===== src/rtl/eic_pkg.sv =====
package eic_pkg;

    typedef enum logic [1:0] {
        TRIG_LOW  = 2'b00,
        TRIG_ANY  = 2'b01,
        TRIG_FALL = 2'b10,
        TRIG_RISE = 2'b11
    } trig_e;

endpackage


===== src/rtl/eic_sync.sv =====
module eic_sync #(
    parameter int N_PIN  = 8,
    parameter int STAGES = 2
) (
    input  logic             clk,
    input  logic             rst_n,
    input  logic [N_PIN-1:0] raw,
    output logic [N_PIN-1:0] cur,
    output logic [N_PIN-1:0] prev
);
    typedef struct packed {
        logic [STAGES-1:0][N_PIN-1:0] chain;
        logic [N_PIN-1:0]             last;
    } sync_t;

    sync_t s_d, s_q;

    always_comb begin
        s_d = s_q;
        s_d.chain[0] = raw;
        for (int s = 1; s < STAGES; s++) begin
            s_d.chain[s] = s_q.chain[s-1];
        end
        s_d.last = s_q.chain[STAGES-1];
    end

    // lines idle high, so reset to ones to avoid a false edge
    always_ff @(posedge clk or negedge rst_n) begin
        if (!rst_n) s_q <= '1;
        else        s_q <= s_d;
    end

    assign cur  = s_q.chain[STAGES-1];
    assign prev = s_q.last;
endmodule


===== src/rtl/eic_detect.sv =====
module eic_detect
    import eic_pkg::*;
#(
    parameter int N_PIN = 8
) (
    input  logic [N_PIN-1:0]      cur,
    input  logic [N_PIN-1:0]      prev,
    input  logic [N_PIN-1:0][1:0] trig,
    output logic [N_PIN-1:0]      edge_evt,
    output logic [N_PIN-1:0]      level_act,
    output logic [N_PIN-1:0]      is_level
);
    for (genvar i = 0; i < N_PIN; i++) begin : g_pin
        logic rise_w, fall_w;
        assign rise_w = cur[i] & ~prev[i];
        assign fall_w = ~cur[i] & prev[i];

        always_comb begin
            edge_evt[i]  = 1'b0;
            level_act[i] = 1'b0;
            is_level[i]  = 1'b0;
            case (trig_e'(trig[i]))
                TRIG_LOW: begin
                    is_level[i]  = 1'b1;
                    level_act[i] = ~cur[i];
                end
                TRIG_ANY:  edge_evt[i] = rise_w | fall_w;
                TRIG_FALL: edge_evt[i] = fall_w;
                TRIG_RISE: edge_evt[i] = rise_w;
                default:   edge_evt[i] = 1'b0;
            endcase
        end
    end
endmodule


===== src/rtl/eic_prio.sv =====
module eic_prio #(
    parameter int N_PIN = 8,
    parameter int IDX_W = $clog2(N_PIN)
) (
    input  logic [N_PIN-1:0] pend,
    output logic             valid,
    output logic [IDX_W-1:0] idx
);
    always_comb begin
        valid = |pend;
        idx   = '0;
        for (int i = N_PIN - 1; i >= 0; i--) begin
            if (pend[i]) idx = IDX_W'(i);
        end
    end
endmodule


===== src/rtl/ext_irq_ctrl.sv =====
module ext_irq_ctrl #(
    parameter int N_PIN       = 8,
    parameter int SYNC_STAGES = 2,
    parameter int GRP         = 4
) (
    input  logic                         clk,
    input  logic                         rst_n,
    input  logic [N_PIN-1:0]             pin_in,
    input  logic [N_PIN-1:0]             pin_oe,
    input  logic [N_PIN-1:0]             pin_out,
    input  logic                         sense_we,
    input  logic [$clog2(N_PIN/GRP)-1:0] sense_sel,
    input  logic [2*GRP-1:0]             sense_wdata,
    input  logic                         mask_we,
    input  logic [N_PIN-1:0]             mask_wdata,
    input  logic                         flag_clr_we,
    input  logic [N_PIN-1:0]             flag_clr_wdata,
    input  logic                         glob_en,
    input  logic                         ack_valid,
    input  logic [$clog2(N_PIN)-1:0]     ack_idx,
    output logic [N_PIN-1:0]             flags,
    output logic                         req_valid,
    output logic [$clog2(N_PIN)-1:0]     req_idx
);
    localparam int IDX_W = $clog2(N_PIN);
    localparam int N_GRP = N_PIN / GRP;
    localparam int SEL_W = $clog2(N_GRP);

    typedef struct packed {
        logic [N_PIN-1:0][1:0] trig;
        logic [N_PIN-1:0]      mask;
        logic [N_PIN-1:0]      flag;
    } ctl_t;

    ctl_t st_d, st_q;

    logic [N_PIN-1:0] line_eff;
    logic [N_PIN-1:0] line_cur, line_prev;
    logic [N_PIN-1:0] edge_evt, level_act, is_level;
    logic [N_PIN-1:0] flag_set, flag_clr, pending, mask_cur;

    // loopback: a driven line is watched through its own output value
    assign line_eff = (pin_oe & pin_out) | (~pin_oe & pin_in);

    eic_sync #(.N_PIN(N_PIN), .STAGES(SYNC_STAGES)) u_sync (
        .clk  (clk),
        .rst_n(rst_n),
        .raw  (line_eff),
        .cur  (line_cur),
        .prev (line_prev)
    );

    eic_detect #(.N_PIN(N_PIN)) u_detect (
        .cur      (line_cur),
        .prev     (line_prev),
        .trig     (st_q.trig),
        .edge_evt (edge_evt),
        .level_act(level_act),
        .is_level (is_level)
    );

    assign flag_set = edge_evt & st_q.mask;

    always_comb begin
        flag_clr = '0;
        if (flag_clr_we) flag_clr = flag_clr | flag_clr_wdata;
        if (ack_valid)   flag_clr = flag_clr | (N_PIN'(1) << ack_idx);
    end

    always_comb begin
        st_d = st_q;
        if (sense_we) begin
            for (int g = 0; g < N_GRP; g++) begin
                if (sense_sel == SEL_W'(g)) st_d.trig[g*GRP +: GRP] = sense_wdata;
            end
        end
        if (mask_we) st_d.mask = mask_wdata;
        // a fresh event wins over a clear in the same cycle
        st_d.flag = (st_q.flag & ~flag_clr) | flag_set;
    end

    always_ff @(posedge clk or negedge rst_n) begin
        if (!rst_n) st_q <= '0;
        else        st_q <= st_d;
    end

    assign pending = glob_en ? (st_q.mask & ((st_q.flag & ~is_level) | level_act))
                             : '0;

    eic_prio #(.N_PIN(N_PIN), .IDX_W(IDX_W)) u_prio (
        .pend (pending),
        .valid(req_valid),
        .idx  (req_idx)
    );

    assign flags    = st_q.flag;
    assign mask_cur = st_q.mask;
endmodule


===== config.mk =====
export PLATFORM = sky130hd
export DESIGN_NAME = ext_irq_ctrl
export DESIGN_NICKNAME = d
export VERILOG_FILES = /design/src/rtl/eic_pkg.sv /design/src/rtl/eic_sync.sv /design/src/rtl/eic_detect.sv /design/src/rtl/eic_prio.sv /design/src/rtl/ext_irq_ctrl.sv
export SDC_FILE = /design/constraint.sdc
export NUM_CORES = 1
export LEC_CHECK = 0
export ABC_AREA = 1
export CORE_UTILIZATION = 44
export DETAILED_ROUTE_END_ITERATION = 12
export GPL_TIMING_DRIVEN = 1
export PLACE_DENSITY = 0.85
export SYNTH_ARGS = -nofsm -noshare
export SYNTH_HDL_FRONTEND = slang
export SYNTH_SLANG_ARGS = --single-unit

===== constraint.sdc =====
create_clock -name clk -period 1.3 [get_ports clk]
set_input_delay 0.26 -clock clk [delete_from_list [all_inputs] [get_ports clk]]
set_output_delay 0.26 -clock clk [all_outputs]
set_load 0.005 [all_outputs]

# Yosys cells after proc, flatten, opt, wreduce, memory -nomap -nowiden
# Cells that the tools add are included.
# totals
register_bits,56
input_bits,59
# classes
n_eq_ne,24
muxes,35
shifts,1
reduce_logical,11
bitwise,54
# op_table
op,n
bitwise AND 8 bit,6
equality test 2 bit (second input constant),16
OR 8 bit,4
two-way mux 3 bit,8
two-way mux 8 bit,3
inverter 8 bit,3
one-hot mux 1 bit (3 select lines),8
inverter 1 bit,17
bitwise AND 1 bit,16
equality test 2 x 1 -> 1 bit (second input constant),8
logical NOT 2 bit,8
two-way mux 1 bit,16
OR 1 bit,8
OR reduction 8 bit,1
<< shifter 1 x 3 -> 8 bit (first input constant),1
AND reduction 2 bit,2

# Depth between registers and ports, before layout
# Gate-level depths: netlist (run 1).
# logic_depth
depth_word,15
mapped_depth,11
mapped_depth_nobuf,10

# Hierarchy
# Synthesis (run 1) repeated with hierarchy kept, for this count alone.
# unflattened
cells_unflattened,383
hier_area_um2,2992.9
# by_module_without_submodules
mod,cells_each,area_per_inst_um2,instances,seq_area_each_um2
ext_irq_ctrl,226,1627.8,1,800.8
eic_sync,32,690.7,1,630.6
eic_detect,103,575.6,1,0.0
eic_prio,22,98.8,1,0.0

# Worst setup path before layout (run 1)
# Ideal clock, no wire load.
# synth_timing
path_kind,reg2out
startpoint,reg st_q[25] (netlist name)
endpoint,out req_idx[0]
n_path_buf,0
setup_slack_ps,-43
path_stages_with_launch,9
t_arrival_ps,1083
path_cell_list,dfrtp_1 -> or2_4 -> nand2_2 -> o21ai_2 -> nand3_2 -> nand2_1 -> nand2_1 -> nand2_1 -> a21oi_2
# synth_via
elab_chain_cells,12
word_cells_on_any_way,13
classes_between,8 x mux; 4 x bitwise; 1 x reduce/logical
# synth_rtl
item,line,text
from (decl),ext_irq_ctrl.sv:35,"ctl_t st_d, st_q;"
from (signal assigned),ext_irq_ctrl.sv:84,else st_q <= st_d;
logical NOT 2 bit (*),eic_detect.sv:22,case (trig_e'(trig[i]))
two-way mux 1 bit,eic_detect.sv:22,
inverter 8 bit,ext_irq_ctrl.sv:87,assign pending = glob_en ? (st_q.mask & ((st_q.flag & ~is_level) | level_act))
bitwise AND 8 bit,ext_irq_ctrl.sv:87,
OR 8 bit (*),ext_irq_ctrl.sv:87,
bitwise AND 8 bit (*),ext_irq_ctrl.sv:87,
two-way mux 8 bit (*),ext_irq_ctrl.sv:87,
two-way mux 3 bit (*) (5 in a row),eic_prio.sv:13,if (pend[i]) idx = IDX_W'(i);
to (decl),ext_irq_ctrl.sv:23,output logic [$clog2(N_PIN)-1:0] req_idx
# Mark *: on every way between the ends. The rest lies on a longest branch, timed or not.

# Worst setup path after layout (run 1)
# layout_timing
startpoint,reg st_q[24] (netlist name)
endpoint,out req_idx[0]
# Same word-level chain as after synthesis.

==> results of run 1 <==
==> sequential cells by signal, summed over array words and instances (netlist names) <==
name and count:
u_sync.prev 8, st_q 16, u_sync.cur 8, u_sync.s_d 8, flags 8, mask_cur 8
==> metrics by stage <==
stage                     setup WS [ps]  TNS (ps)  total power, uW  instance area (um^2)  util, %
after global placement             -922     -4110             3510                  3910     64.9
final                              -618     -2710             4770                  4370     72.5
after CTS                          -602     -2810             4610                  4200     69.7
after detailed placement           -978     -4520             3560                  3910     64.9
after floorplan                   -43.5      -106             2770                  2810        -
after global routing               -705     -3300             5010                  4370     72.5
==> kinds of logic after synthesis <==
group                    Yosys count  share of synthesized area, %
flip-flops                        56                          51.1
buffers and inverters             68                          10.5
AND/OR/NAND/NOR                  103                          15.2
multiplexers                      11                          4.42
adder cells (fa/ha/maj)           16                          7.15
AO/OA/AOI/OAI                     51                          11.6
==> layout make-up <==
class / instances / area share (%)
well taps: 75 / 2.15
inverters: 55 / 5.12
repair buffers: 126 / 27.3
clock buffers: 8 / 2.06
flip-flops and latches: 56 / 32.8
multi-input cells: 181 / 30.6
==> metal layers <==
metal  part of all wire, %  track usage (%)  vias up
li1                      -                -     1212
met1                    38             26.0     1239
met2                    55             43.9       80
met3                   4.7             4.44       16
met4                   1.9             8.07        0
met5                     0                0        -
==> how the worst max path moves through the flow <==
stage | endpoint | slack, ps | cells past startpoint
after floorplan | req_idx[0] | -40 | 8
after global placement | req_idx[1] | -920 | 8
after detailed placement | req_idx[1] | -980 | 8
after CTS | req_idx[0] | -600 | 8
after global routing | req_idx[0] | -710 | 8
final | req_idx[0] | -620 | 8
==> repair_timing <==
action                                 in CTS  in global routing
hold buffers                                1                  0
setup endpoints to repair                  18                 15
buffers inserted                            9                  9
gates resized for setup                    90                 47
cloned                                      0                  0
endpoints found under the hold margin      32                  0
pin swaps                                  22                 26
==> placed cells by master, fill, tap and decap left out, types with 9 or more instances in the layout <==
cell type        instances
buf_6                   20
dfstp_2                 24
nand2_2                  9
clkdlybuf4s50_1         56
ha_4                    11
dfrtp_1                 32
inv_1                   37
buf_4                   36
inv_2                   10
o21ai_0                 23
mux2_2                  11
nand2_1                 68
==> power by group <==
group	leakage, uW	internal, uW	switching (uW)
clock	0.0000455	436	545
combinational	0.00138	907	724
sequential	0.000646	2000	159
total	0.00207	3340	1430
==> results.py, run 1 <==
metrics = {
    "timing": {
        "period_share_pct": 148,
        "fmax_mhz": 521,
        "fin_skew_ps": 3.72,
        "setup_ws_ps": -618,
        "slew_viol_final": 0,
        "hold_violations": 0,
        "setup_viol": 9,
        "tightestPinTransition_ps": 295,
        "layout_min_cycle_time_ps": 1920,
        "rsz0062_at_grt": "yes",
        "hold_slack_ps": 360,
        "relSlewSlack_pct": 80.4,
    },
    "critical_path": {
        "crit_fanout": 3,
        "critPathKind": "reg -> out",
        "critPathMaxStageDelay_ps": 390,
        "reg2reg_slack_ps": -110,
        "crit_slowest_cell": "dfrtp_1",
        "path_cells": "or2_4 > o21ai_2 > nand3_2 > nand2_1 > nand2_1 > nand2_1 > a21oi_2 > buf_2",
        "critPathTopFamily": "simple AND/OR/NAND/NOR gates",
        "reg2reg_to": "flags[1]$_DFF_PN0_",
        "crit_buf_inv": 1,
        "cp.required_ps": 1040,
        "arrival_ps": 1660,
        "endpoint_kind": "primary output",
        "rr_worst_depth": 7,
        "regToRegStartpoint": "u_sync.cur[1]$_DFF_PN1_",
        "start_kind": "flop",
        "cp-startpoint": "st_q[24]$_DFFE_PN0P_",
        "cpMostUsedCell": "nand2_1",
    },
    "floorplan": {
        "core_um2": 6030,
        "io_pins": 71,
        "start_util_pct": 46.5,
        "die_area_um2": 6690,
        "die_x_um": 81.8,
        "fp.dieH_um": 81.8,
        "row_count": 28,
    },
    "global_route": {
        "track_usage_pct": 23.4,
        "grt_max_degree": 57,
        "grt_pass1_wl_mm": 11.4,
        "gr-total-overflow": 0,
        "grt_pass1_vias": 2524,
        "antenna_found_initial": 0,
    },
    "yosys": {
        "netlist_instances": 305,
        "synth_fp_nets": 380,
        "synth.most_common_cell": "nand2_1",
        "netlist_top_cells_area": "dfrtp_1 (29%), dfstp_2 (23%), nand2_1 (10%)",
        "yosysTopAreaCell": "dfrtp_1",
        "yosysSeqAreaShare_pct": 51.1,
        "synth_top_area_share_pct": 28.6,
        "netlist_area_um2": 2800,
        "asyncSetResetFlopFracSynth_pct": 100,
        "ys_seq_elements": 56,
        "yosys_warnings": 0,
        "syn_area_per_cell_um2": 9.18,
        "synth_commonest_cells": "nand2_1 (76), inv_1 (50), dfrtp_1 (32)",
        "synth_edf_count": 0,
        "synth_cell_types": 29,
        "synth_ff_type": "dfrtp_1",
    },
    "placed_design": {
        "dp.cells": 484,
        "gp_congestion": 0.869,
        "hpwl_mm": 5.20,
        "io_buffer_count": 70,
    },
    "clocking": {
        "tritoncts": "done",
        "clockBufferDepth": 2,
        "insertion_delay_ps": 320,
        "cts_root_buf": "clkbuf_8",
        "clock_sinks": 56,
        "clk_pin_slew_ps": 90,
        "cts_buffers": 5,
        "cts_htree_levels": 2,
    },
    "routing": {
        "wire_per_inst_um": 14.9,
        "vias": 2547,
        "dr.first_iter.drc_count": 122,
        "viasPerCell": 5.08,
        "detail-route-antenna-nets": 0,
        "first_pass_iters": 4,
        "drc": 0,
        "wirelength_mm": 7.46,
    },
    "power": {
        "p_per_area_nw_per_um2": 1090,
        "ir_worst_vdd_mv": 0.704,
        "p_leak_uw": 0.00207,
    },
    "finish": {
        "fin_nets": 500,
        "layout-drive-gt1-share_pct": 40.4,
        "multi_input_comb_area_um2": 1340,
        "final_cells": 501,
        "fillers": 411,
        "area_delta_synth_final_pct": 56.1,
        "regArea_um2": 1430,
        "antenna_cells": 0,
    },
    "job": {
        "maxCapViolCount": 0,
    },
    "hold_path": {
        "whs_path_depth": 0,
        "hold_path_class": "reg -> reg",
        "min_to": "u_sync.cur[7]$_DFF_PN1_",
        "worstHoldStart": "u_sync.s_d[23]$_DFF_PN1_",
    },
    "status": {
        "violations": "setup timing",
        "status": "complete, but fails checks",
    },
}
No activity file was read; power rests on OpenSTA's default activity.
==> inputs of run 2 (changes only) <==
--- a/config.mk
+++ b/config.mk
@@ -13,3 +13,4 @@
 export SYNTH_ARGS = -nofsm -noshare
 export SYNTH_HDL_FRONTEND = slang
 export SYNTH_SLANG_ARGS = --single-unit
+export TNS_END_PERCENT = 50
==> run 2 against run 1 <==
Compared with the run above:
- the run still ends with setup timing left
- clock power decreased by 6.9%
- global-route usage shrank 1.2 points
- sequential share of layout area rose by 1.7 points
- worst hold slack is essentially flat
==> results.py, run 2 (synthesized netlist as in run 1, its figures left out) <==
metrics = {
    "status": {
        "status": "complete, but fails checks",
        "violations": "setup timing",
    },
    "finish": {
        "fin_nets": 495,
        "mostFrequentLayoutCell": "nand2_1",
        "layout-drive-gt1-share_pct": 34.4,
        "layout_common_cells": "nand2_1 (75), clkdlybuf4s50_1 (56), inv_1 (44)",
        "multi_input_comb_area_um2": 1210,
        "fillers": 450,
        "largest_register_ffs": 16,
        "regArea_um2": 1430,
        "fin_area_um2": 4150,
        "area_delta_synth_final_pct": 48.2,
        "largest-register": "st_q",
    },
    "timing": {
        "layout_min_cycle_time_ps": 1910,
        "period_share_pct": 147,
        "fmax_mhz": 524,
        "relSlewSlack_pct": 80.2,
        "tightestPinTransition_ps": 296,
        "rsz0062_at_grt": "yes",
        "tns_ps": -2630,
        "hold_slack_ps": 360,
        "setup_viol": 8,
        "setup_ws_ps": -607,
        "fin_skew_ps": 9.35,
        "hold_violations": 0,
        "slew_viol_final": 0,
    },
    "power": {
        "p_total_uw": 4550,
        "p_leak_uw": 0.00204,
        "ir_worst_vdd_mv": 0.874,
        "p_per_area_nw_per_um2": 1100,
    },
    "critical_path": {
        "path_cells": "nor2_2 > nand2_1 > nand2_1 > nor2_1 > nand2_1 > nand2_1 > nand2_1 > nand2_1 > nand2_1 > a21oi_2 > buf_2",
        "critPathMaxStageDelay_ps": 410,
        "endpoint_kind": "primary output",
        "start_kind": "flop",
        "rr_worst_depth": 7,
        "crit_slowest_cell": "dfrtp_1",
        "cpMostUsedCell": "nand2_1",
        "crit_fanout": 3,
        "cp.required_ps": 1040,
        "arrival_ps": 1650,
        "regToRegStartpoint": "u_sync.cur[7]$_DFF_PN1_",
        "reg2reg_slack_ps": -130,
        "reg2reg_to": "flags[7]$_DFF_PN0_",
        "critPathKind": "reg -> out",
    },
    "clocking": {
        "clock_sinks": 56,
        "clockBufferDepth": 2,
        "cts_htree_levels": 2,
        "clk_pin_slew_ps": 100,
        "insertion_delay_ps": 310,
        "tritoncts": "done",
        "cts_root_buf": "clkbuf_8",
        "cts_buffers": 5,
    },
    "hold_path": {
        "min_to": "u_sync.cur[5]$_DFF_PN1_",
        "whs_path_depth": 0,
        "worstHoldStart": "u_sync.s_d[21]$_DFF_PN1_",
        "hold_path_class": "reg -> reg",
    },
    "global_route": {
        "grt_util_met3_pct": 4.11,
        "grt_pass1_vias": 2556,
        "grt_max_degree": 57,
        "top_usage_layer": "met2",
        "antenna_found_initial": 1,
        "gr-usage-met1_pct": 25.9,
        "track_usage_pct": 22.2,
        "gr-total-overflow": 0,
        "grt_pass1_wl_mm": 11.0,
        "grt_util_met2_pct": 40.7,
    },
    "floorplan": {
        "io_pins": 71,
        "die_area_um2": 6690,
        "fp.dieH_um": 81.8,
        "start_util_pct": 46.5,
        "core_um2": 6030,
        "row_count": 28,
        "die_x_um": 81.8,
    },
    "placed_design": {
        "placed_area_um2": 3890,
        "dp_slack_ps": -936,
        "io_buffer_count": 70,
        "gp_congestion": 0.855,
        "hpwl_mm": 5.29,
    },
    "job": {
        "maxCapViolCount": 0,
    },
    "routing": {
        "drc": 0,
        "viasPerCell": 4.93,
        "detail-route-antenna-nets": 0,
        "vias": 2450,
        "wire_per_inst_um": 14.5,
        "first_pass_iters": 4,
        "wirelength_mm": 7.21,
        "dr.first_iter.drc_count": 150,
    },
}
[run 2: changes by cell type in the layout (fill, tap and decap cells not counted), sizes merged]
cell and delta:
clkbuf +3, diode +1, clkinv +1, buf -9
[run 2: through the flow]
stage	std cells	utilization, %
3_3_place_gp	483	64.5
6_report	497	68.9
5_1_grt	497	68.9
4_1_cts	493	66.7
3_5_place_dp	483	64.5
2_1_floorplan	305	-
[run 2: final cells by class]
type | instances | area share [%]
well taps | 75 | 2.26
multi-input cells | 181 | 29.3
clock buffers | 7 | 1.84
diodes | 1 | 0.0603
inverters | 55 | 5.10
flip-flops and latches | 56 | 34.5
repair buffers | 121 | 26.8
clock inverters | 1 | 0.121
[run 2: worst max path at each step]
stage	start	endpoint	slack (ps)	cells past startpoint
4_1_cts	st_q[24]$_DFFE_PN0P_	req_valid	-600	8
3_3_place_gp	glob_en	req_idx[1]	-890	8
2_1_floorplan	st_q[25]$_DFFE_PN0P_	req_idx[0]	-40	8
6_report	st_q[31]$_DFFE_PN0P_	req_idx[0]	-610	11
5_1_grt	st_q[31]$_DFFE_PN0P_	req_idx[0]	-720	11
3_5_place_dp	glob_en	req_idx[1]	-940	8
[run 2: timing repair]
| action | in CTS | in global routing |
|---|---|---|
| setup buffers | 2 | 3 |
| endpoints found under the hold margin | 32 | 0 |
| hold buffers | 1 | 0 |
| pin swaps | 17 | 25 |
| setup endpoints to repair | 19 | 17 |
| resized for setup | 46 | 36 |
[run 2: routing by layer]
layer / up-vias / share of wire (%)
li1: 1192 / -
met1: 1170 / 39
met2: 77 / 54
met3: 11 / 5.6
met4: 0 / 1.4
met5: - / 0
[run 2: critical path, delay by kind of cell, from the launching register on]
family	cells	cell delay (ps)
AND/OR/NAND/NOR	9	750
flip-flops	1	410
AO/OA/AOI/OAI	1	50
buffers and inverters	1	130
[run 2: where the power goes]
| part | internal [uW] | switching, uW | leakage, uW |
|---|---|---|---|
| logic | 820 | 673 | 0.00135 |
| clock network | 380 | 532 | 0.0000422 |
| registers | 2000 | 146 | 0.000646 |
| total | 3200 | 1350 | 0.00204 |
==> inputs of run 3 (changes only) <==
--- a/config.mk
+++ b/config.mk
@@ -6,10 +6,10 @@
 export NUM_CORES = 1
 export LEC_CHECK = 0
 export ABC_AREA = 1
-export CORE_UTILIZATION = 44
+export CORE_UTILIZATION = 35
 export DETAILED_ROUTE_END_ITERATION = 12
 export GPL_TIMING_DRIVEN = 1
-export PLACE_DENSITY = 0.85
+export PLACE_DENSITY = 0.72
 export SYNTH_ARGS = -nofsm -noshare
 export SYNTH_HDL_FRONTEND = slang
 export SYNTH_SLANG_ARGS = --single-unit
==> run 3 against run 2 <==
Compared with the run above:
- the run still ends with setup timing left
- clock skew decreased by 4.9 ps
- critical path depth shrank 3
- first-iteration DRC count fell by 11%
- largest power group unchanged
==> results.py, run 3 (synthesized netlist as in run 1, its figures left out) <==
metrics = {
    "status": {
        "status": "complete, but fails checks",
        "violations": "setup timing",
    },
    "placed_design": {
        "gp_congestion": 0.852,
        "placed_area_um2": 3940,
        "io_buffer_count": 70,
        "hpwl_mm": 5.46,
        "dp.cells": 511,
    },
    "critical_path": {
        "arrival_ps": 1690,
        "reg2reg_to": "flags[7]$_DFF_PN0_",
        "crit_slowest_cell": "dfrtp_1",
        "endpoint_kind": "primary output",
        "cp.required_ps": 1040,
        "critPathKind": "reg -> out",
        "reg2reg_slack_ps": -90,
        "crit_fanout": 3,
        "start_kind": "flop",
        "path_cells": "or2_4 > o21ai_4 > nand3_2 > nand2_1 > nor2_2 > buf_4 > nor3_2 > buf_2",
        "critPathMaxStageDelay_ps": 390,
        "rr_worst_depth": 6,
        "cp-startpoint": "st_q[25]$_DFFE_PN0P_",
        "regToRegStartpoint": "u_sync.cur[7]$_DFF_PN1_",
    },
    "finish": {
        "mostFrequentLayoutCell": "nand2_1",
        "fin_nets": 499,
        "layout-drive-gt1-share_pct": 34.4,
        "antenna_cells": 0,
        "area_delta_synth_final_pct": 50.1,
        "largest-register": "st_q",
        "fin_area_um2": 4200,
        "fillers": 693,
        "layout_common_cells": "nand2_1 (74), clkdlybuf4s50_1 (56), inv_1 (44)",
        "final_cells": 524,
        "largest_register_ffs": 16,
    },
    "clocking": {
        "insertion_delay_ps": 310,
        "clockBufferDepth": 2,
        "clk_pin_slew_ps": 90,
        "cts_buffers": 5,
        "cts_root_buf": "clkbuf_8",
        "clock_sinks": 56,
        "tritoncts": "done",
        "cts_htree_levels": 2,
    },
    "routing": {
        "viasPerCell": 4.65,
        "dr.first_iter.drc_count": 134,
        "m1WireLength_mm": 2.87,
        "top_layer_used": "met4",
        "wire_per_inst_um": 13.6,
        "drc": 0,
        "vias": 2438,
        "dr_wl_met2_mm": 3.93,
        "first_pass_iters": 5,
        "wl_met3_um": 220,
        "detail-route-antenna-nets": 0,
        "wirelength_mm": 7.11,
    },
    "global_route": {
        "gr-total-overflow": 0,
        "grt_max_degree": 57,
        "antenna_found_initial": 0,
        "grt_pass1_vias": 2596,
        "grt_pass1_wl_mm": 11.5,
        "track_usage_pct": 17.6,
    },
    "floorplan": {
        "fp.dieH_um": 91.4,
        "start_util_pct": 36.2,
        "core_um2": 7730,
        "io_pins": 71,
        "die_area_um2": 8360,
        "row_count": 32,
        "die_x_um": 91.4,
    },
    "timing": {
        "setup_viol": 11,
        "slew_viol_final": 0,
        "setup_ws_ps": -654,
        "relSlewSlack_pct": 79.8,
        "fin_skew_ps": 4.47,
        "period_share_pct": 150,
        "layout_min_cycle_time_ps": 1950,
        "hold_violations": 0,
        "tightestPinTransition_ps": 303,
        "rsz0062_at_grt": "yes",
        "fmax_mhz": 512,
    },
    "hold_path": {
        "worstHoldStart": "u_sync.s_d[22]$_DFF_PN1_",
        "min_to": "u_sync.cur[6]$_DFF_PN1_",
        "hold_path_class": "reg -> reg",
        "whs_path_depth": 0,
    },
    "power": {
        "power.switching_uw": 1320,
        "ir_worst_vdd_mv": 0.598,
        "pwr-share-seq_pct": 47.6,
        "p_per_area_nw_per_um2": 1070,
        "p_sw_share_pct": 29.3,
        "comb_power_share_pct": 33.2,
        "pwr-share-clk_pct": 19.2,
        "internal_power_uw": 3190,
        "p_leak_uw": 0.00205,
    },
    "job": {
        "maxCapViolCount": 0,
    },
}
run 3: cell types whose count changed in the layout (fill, tap and decap cells not counted), sizes merged:
cell / previous run / this run
diode: 1 / 0
clkinv: 2 / 1
clkdlybuf4s15: 0 / 1
clkbuf: 12 / 7
buf: 58 / 64
run 3: final cells by class:
type	instances	area, um^2	share of cell area (%)
Sequential cell	56	1430	34.1
Multi-Input combinational cell	181	1210	28.9
Timing Repair Buffer	125	1150	27.4
Inverter	55	211	5.03
Tap cell	102	128	3.04
Clock buffer	5	68.8	1.64
run 3: critical path: cells and delay by family (launching register included):
kind                   cells  cell delay [ps]
flip-flops                 1              390
AND/OR/NAND/NOR            5              600
buffers and inverters      2              260
AO/OA/AOI/OAI              1              140
run 3: repair_timing:
item,CTS,global route
pin swaps,10,19
hold endpoints to repair,32,0
endpoints found under the setup margin,18,16
hold buffers,1,0
gates resized for setup,60,27
setup buffers,3,4
run 3: metrics by stage:
stage          hold WS (ps)  setup TNS (ps)  worst slack (ps)  utilization (%)  power, uW
5_1_grt                 362           -3630              -740             54.4       4770
4_1_cts                 360           -3170              -673             53.1       4490
6_report                359           -2820              -654             54.4       4510
3_5_place_dp            281           -5110             -1010             51.0       3570
2_1_floorplan         -35.6            -113             -43.5                -       2760
3_3_place_gp            278           -4360              -969             51.0       3510
run 3: how the worst max path moves through the flow:
stage | end | slack, ps
2_1_floorplan | req_idx[0] | -40
4_1_cts | req_idx[2] | -670
3_5_place_dp | req_idx[1] | -1010
5_1_grt | req_idx[2] | -740
6_report | req_idx[2] | -650
3_3_place_gp | req_idx[0] | -970
run 3: power groups by stage:
stage | combinational [uW] | sequential (uW) | clock, uW
2_1_floorplan | 608 | 2150 | 0
3_3_place_gp | 1370 | 2140 | 0
3_5_place_dp | 1420 | 2150 | 0
4_1_cts | 1460 | 2130 | 903
5_1_grt | 1660 | 2170 | 938
6_report | 1500 | 2150 | 866
run 3: routing by layer:
| metal | track usage [%] | up-vias |
|---|---|---|
| li1 | - | 1203 |
| met1 | 19.7 | 1167 |
| met2 | 34.2 | 57 |
| met3 | 2.60 | 11 |
| met4 | 4.89 | 0 |
| met5 | 0 | - |
